===== src/rtl/wdt_keyed.sv =====
module wdt_keyed #(
  parameter int ADDR_W = 8,
  parameter int DATA_W = 32,
  parameter int CNT_W  = 16
) (
  input  logic              clk,
  input  logic              rst_n,
  input  logic [ADDR_W-1:0] bus_addr,
  input  logic              bus_we,
  input  logic [DATA_W-1:0] bus_wdata,
  output logic [DATA_W-1:0] bus_rdata,
  input  logic              dbg_halt,
  output logic              irq,
  output logic              rst_req
);
  localparam logic [ADDR_W-1:0] OFS_CTRL = ADDR_W'('h00);
  localparam logic [ADDR_W-1:0] OFS_STAT = ADDR_W'('h10);
  localparam logic [ADDR_W-1:0] OFS_THR  = ADDR_W'('h20);
  localparam logic [ADDR_W-1:0] OFS_KEY  = ADDR_W'('h30);
  localparam logic [7:0] K_ARM = 8'hA5, K_CLR = 8'hCC, K_STOP = 8'hDD,
                         K_GO  = 8'hEE, K_PERM = 8'hF1, K_LOCK = 8'hFF;
  localparam logic [CNT_W-1:0] CNT_MAX = '1;

  logic [1:0]         ctrl;
  logic [2*CNT_W-1:0] thr_reg, thr_eff;
  logic [1:0]         upd_cnt;
  logic [CNT_W-1:0]   cnt;
  logic armed, wr_ok, locked, running, ew_flag;

  wire key_wr     = bus_we && bus_addr == OFS_KEY;
  wire [7:0] key  = bus_wdata[7:0];
  wire cmd_go     = key_wr && armed && key == K_GO;
  wire cmd_stop   = key_wr && armed && key == K_STOP;
  wire cmd_clr    = key_wr && armed && key == K_CLR;
  wire cmd_perm   = key_wr && armed && key == K_PERM;
  wire cmd_lock   = key_wr && armed && key == K_LOCK;
  wire reg_sel    = bus_addr == OFS_CTRL || bus_addr == OFS_STAT || bus_addr == OFS_THR;
  wire reg_wr     = bus_we && reg_sel && wr_ok && !locked;
  wire thr_wr     = reg_wr && bus_addr == OFS_THR;
  wire frozen     = ctrl[1] && dbg_halt;
  wire [CNT_W-1:0] ew_lim  = thr_eff[CNT_W-1:0];
  wire [CNT_W-1:0] rst_lim = thr_eff[2*CNT_W-1:CNT_W];
  wire at_rst     = cnt >= rst_lim;
  wire ew_hit     = running && cnt == ew_lim;

  assign irq     = ew_flag && ctrl[0];
  assign rst_req = running && at_rst;

  always_comb begin
    bus_rdata = '0;
    case (bus_addr)
      OFS_CTRL: bus_rdata[1:0] = ctrl;
      OFS_STAT: bus_rdata[4:0] = {upd_cnt != 2'd0, at_rst, ew_flag, wr_ok, armed};
      OFS_THR:  bus_rdata[2*CNT_W-1:0] = thr_reg;
      default:  bus_rdata = '0;
    endcase
  end

  always_ff @(posedge clk or negedge rst_n) begin
    if (!rst_n) begin
      armed <= 1'b0; wr_ok <= 1'b0; locked <= 1'b0; running <= 1'b0;
    end else begin
      if (key_wr) armed <= !armed && key == K_ARM;
      if (cmd_go) running <= 1'b1;
      if (cmd_stop) running <= 1'b0;
      if (cmd_perm && !locked) wr_ok <= 1'b1;
      if (cmd_lock) begin
        locked <= 1'b1;
        wr_ok  <= 1'b0;
      end
      if (bus_we && reg_sel) wr_ok <= 1'b0;
    end
  end

  always_ff @(posedge clk or negedge rst_n) begin
    if (!rst_n) begin
      ctrl <= '0; thr_reg <= '0; thr_eff <= '0; upd_cnt <= '0; ew_flag <= 1'b0;
    end else begin
      if (reg_wr && bus_addr == OFS_CTRL) ctrl <= bus_wdata[1:0];
      if (reg_wr && bus_addr == OFS_STAT) ew_flag <= bus_wdata[2];
      else if (ew_hit) ew_flag <= 1'b1;
      if (thr_wr) begin
        thr_reg <= bus_wdata[2*CNT_W-1:0];
        upd_cnt <= 2'd2;
      end else if (upd_cnt != 2'd0) begin
        upd_cnt <= upd_cnt - 2'd1;
        if (upd_cnt == 2'd1) thr_eff <= thr_reg;
      end
    end
  end

  always_ff @(posedge clk or negedge rst_n) begin
    if (!rst_n) cnt <= '0;
    else if (cmd_clr) cnt <= '0;
    else if (running && !frozen && cnt != CNT_MAX) cnt <= cnt + 1'b1;
  end

  AST_ARM_ONCE: assert property (@(posedge clk) disable iff (!rst_n) (key_wr && armed) |=> !armed);
  AST_CNT_STEP: assert property (@(posedge clk) disable iff (!rst_n)
    (running && !frozen && cnt != CNT_MAX && !cmd_clr) |=> cnt == $past(cnt) + 1'b1);
  AST_LOCK_STICKY: assert property (@(posedge clk) disable iff (!rst_n) locked |=> locked);
  AST_LOCK_NOPERM: assert property (@(posedge clk) disable iff (!rst_n) locked |-> !wr_ok);
  AST_THR_HOLD: assert property (@(posedge clk) disable iff (!rst_n)
    (upd_cnt == 2'd0 && !thr_wr) |=> $stable(thr_eff));
  AST_FREEZE: assert property (@(posedge clk) disable iff (!rst_n) (frozen && !cmd_clr) |=> $stable(cnt));
  AST_NO_WRAP: assert property (@(posedge clk) disable iff (!rst_n) (cnt == CNT_MAX && !cmd_clr) |=> cnt == CNT_MAX);
endmodule


===== config.mk =====
export PLATFORM = sky130hd
export DESIGN_NAME = wdt_keyed
export DESIGN_NICKNAME = d
export VERILOG_FILES = /design/src/rtl/wdt_keyed.sv
export SDC_FILE = /design/constraint.sdc
export NUM_CORES = 1
export LEC_CHECK = 0
export ABC_AREA = 1
export BUFFER_PORTS_ARGS = -buffer_cell sky130_fd_sc_hd__buf_2
export CAP_MARGIN = 20
export CELL_PAD_IN_SITES_DETAIL_PLACEMENT = 1
export CELL_PAD_IN_SITES_GLOBAL_PLACEMENT = 2
export CORE_MARGIN = 1
export CORE_UTILIZATION = 33
export CTS_BUF_LIST = sky130_fd_sc_hd__clkbuf_4 sky130_fd_sc_hd__clkbuf_8
export CTS_CLUSTER_DIAMETER = 60
export CTS_CLUSTER_SIZE = 24
export DETAILED_ROUTE_END_ITERATION = 16
export HOLD_SLACK_MARGIN = 0.08
export PLACE_DENSITY = 0.87
export SLEW_MARGIN = 25
export SYNTH_ARGS = -nofsm -noshare
export SYNTH_HDL_FRONTEND = slang
export SYNTH_SLANG_ARGS = --single-unit

===== constraint.sdc =====
create_clock -name clk -period 2.13 [get_ports clk]
set_input_delay 0.426 -clock clk [delete_from_list [all_inputs] [get_ports clk]]
set_output_delay 0.426 -clock clk [all_outputs]
set_load 0.05 [all_outputs]

==> impl_metrics.json <==
{
  "finalCriticalPeriod_ps": 2470,
  "vias": 4609,
  "yosysMostFrequentCell": "nand2_1",
  "holdCritPathClass": "input pin to register",
  "synth-seq-area-share_pct": 45.2,
  "p_sw_share_pct": 29.4,
  "core_area_um2": 14500,
  "nNetsFinal": 832,
  "worstSetupEndpointType": "output port",
  "grt_max_degree": 49,
  "status": "finished with violations",
  "clock_latency_ps": 370,
  "place_congestion": 0.845,
  "rsz0062_at_grt": "true",
  "setup_viol": 2,
  "drv_cap": 0,
  "port_buffers": 77,
  "chipWidth_um": 124,
  "fin_util_pct": 43.0,
  "synth_top_area_share_pct": 45.2,
  "path_clk_slew_ps": 90,
  "die_y_um": 124,
  "ir_drop_mv": 0.272,
  "area_growth_pct": 27.0,
  "ys_warn_count": 0,
  "ys_async_sr_fraction_pct": 100,
  "initial_core_util_pct": 33.9,
  "power_mw": 3.82,
  "drt-vias-per-instance": 4.82,
  "cts_tree": "yes",
  "drc_errors": 0,
  "skew_ps": 11.1,
  "diodes": 0,
  "pre_cts_slack_ps": -165,
  "cts_buffer_depth": 2,
  "htree_levels": 3,
  "setup_ws_ps": -345,
  "critical_path_peak_fanout": 2,
  "crit_required_ps": 1700,
  "fillCellCount": 1828,
  "placedCellCount": 939,
  "syn-mean-instance-area_um2": 7.44,
  "grt_pass1_vias": 4706,
  "die-area_um2": 15400,
  "hold_viol": 0,
  "grt_first_pass_wirelength_mm": 23.4,
  "final-max-slew-violation-count": 0,
  "min_path_cells": 3,
  "synthTopCellsByCount": "182 x nand2_1, 108 x inv_1, 89 x dfrtp_1",
  "cts_sinks": 89,
  "yosys.area.top_type": "dfrtp_1",
  "syn_area_um2": 4930,
  "dr.pass1.iters": 4,
  "grt_use_total_pct": 20.1,
  "worst_slew_pin_slew_ps": 563,
  "drtIter0Drc": 158,
  "cts-root-buf": "clkbuf_8",
  "avgRoutedWirePerCell_um": 14.9,
  "p_leak_nw": 3.45,
  "grt_overflow": 0,
  "wirelength_mm": 14.3,
  "p_seq_share_pct": 48.6,
  "arrival_ps": 2050,
  "syn-num-nets": 725,
  "antenna_left": 0,
  "worstSetupStartpointType": "register",
  "crit_type": "register to output port",
  "synth_edf_count": 0,
  "ys.flop_type": "dfrtp_1",
  "finalNonFillerCells": 957,
  "drive_gt1_share_pct": 23.7,
  "timing.fmax_mhz": 404,
  "cts_inserted_buffers": 9,
  "reg2reg_depth": 7,
  "hpwl_mm": 11.2,
  "power_switching_mw": 1.12,
  "synth_area_leaders": "dfrtp_1 45%, nand2_1 14%, inv_1 8.2%",
  "fin_crit_sh_pct": 116,
  "io_pins": 78,
  "p_comb_share_pct": 18.3,
  "violations": "negative setup slack",
  "synth_seq_cells": 89,
  "power_density_nw_per_um2": 611,
  "row_count": 44,
  "ys_types": 31,
  "slew-limit-headroom_pct": 62.4,
  "p_clk_share_pct": 33.2,
  "syn_inst": 662,
  "intPower_mw": 2.70,
  "antenna_found_initial": 0
}
[cells in the final DEF, fill, tap and decap left out, types with 2 or more instances in the layout]
master	n
nand2_1	179
inv_1	104
dfrtp_1	88
buf_4	54
buf_2	45
o21ai_0	43
nor2_1	38
nand3_1	35
o21ai_1	35
nor2_2	27
nand4_1	16
ha_1	15
nor3_1	12
clkbuf_8	9
inv_2	6
a21oi_1	6
buf_6	6
clkbuf_4	5
nand2_2	4
o22ai_1	4
xor2_1	4
ha_4	4
buf_12	4
nand3_2	3
xnor2_1	3
clkinv_2	3
nor3_4	2
nand3_4	2
nand3b_1	2
bufinv_16	2
[stage by stage]
step / cell area (um^2) / TNS, ps / hold WS (ps)
after CTS: 6120 / -823 / 236
final: 6260 / -681 / 252
after detailed placement: 5810 / -3700 / 460
after floorplan: 4980 / -1360 / 130
after global placement: 5810 / -1730 / 453
after global routing: 6260 / -940 / 249
[what timing repair did]
item / 4_1_cts / 5_1_grt
buffers inserted: 0 / 2
resized for setup: 19 / 63
pin swaps: 7 / 5
hold endpoints to repair: 41 / 0
hold buffers: 1 / 0
setup endpoints to repair: 33 / 33
[cells by family after synthesis]
kind of cell	count (synthesis)	share of synthesized area, %
AO/OA/AOI/OAI	94	9.98
XOR/XNOR	7	1.24
adder cells (fa/ha/maj)	19	4.82
buffers and inverters	129	10.5
flip-flops	89	45.2
AND/OR/NAND/NOR	324	28.2
[final timing paths]
| check | start | end | slack, ps |
|---|---|---|---|
| setup / recovery | cnt[10] | bus_rdata[3] | -340 |
| hold / removal | bus_wdata[30] | thr_reg[30] | 250 |
| setup reg to reg | cnt[1] | cnt[14] | 220 |
| hold reg to reg | thr_reg[7] | thr_reg[7] | 500 |
| max in group asynchronous | rst_n | thr_reg[5] | 910 |
| min in group asynchronous | rst_n | thr_eff[25] | 580 |
[layout make-up]
type | count | area (um^2) | share of cell area, %
well taps | 184 | 230 | 3.68
flip-flops and latches | 89 | 2230 | 35.6
inverters | 110 | 413 | 6.60
multi-input cells | 444 | 2350 | 37.6
clock buffers | 9 | 124 | 1.98
clock inverters | 6 | 83.8 | 1.34
repair buffers | 115 | 826 | 13.2
[routing by layer]
layer	share of wire, %	up-vias	GRT usage [%]
li1	-	2304	-
met1	48	2229	28.0
met2	48	62	31.8
met3	2.3	14	2.47
met4	1.7	0	7.59
met5	0	-	0
[critical path, cell delays in order, from the launching register on]
cell     delay [ps]
dfrtp_1         430
ha_4            280
nand4_1         170
nor3_1          190
buf_4           150
nand3_2          80
nand3_4         100
nand2_2          70
nand2_2          60
buf_6           150
[power by group through the flow]
stage / clock [mW] / sequential [mW] / combinational (mW)
2_1_floorplan: 0 / 1.87 / 0.332
3_3_place_gp: 0 / 1.88 / 0.658
3_5_place_dp: 0 / 1.88 / 0.684
4_1_cts: 1.31 / 1.85 / 0.692
5_1_grt: 1.37 / 1.86 / 0.803
6_report: 1.27 / 1.86 / 0.698
(Power assumes the default switching activity.)
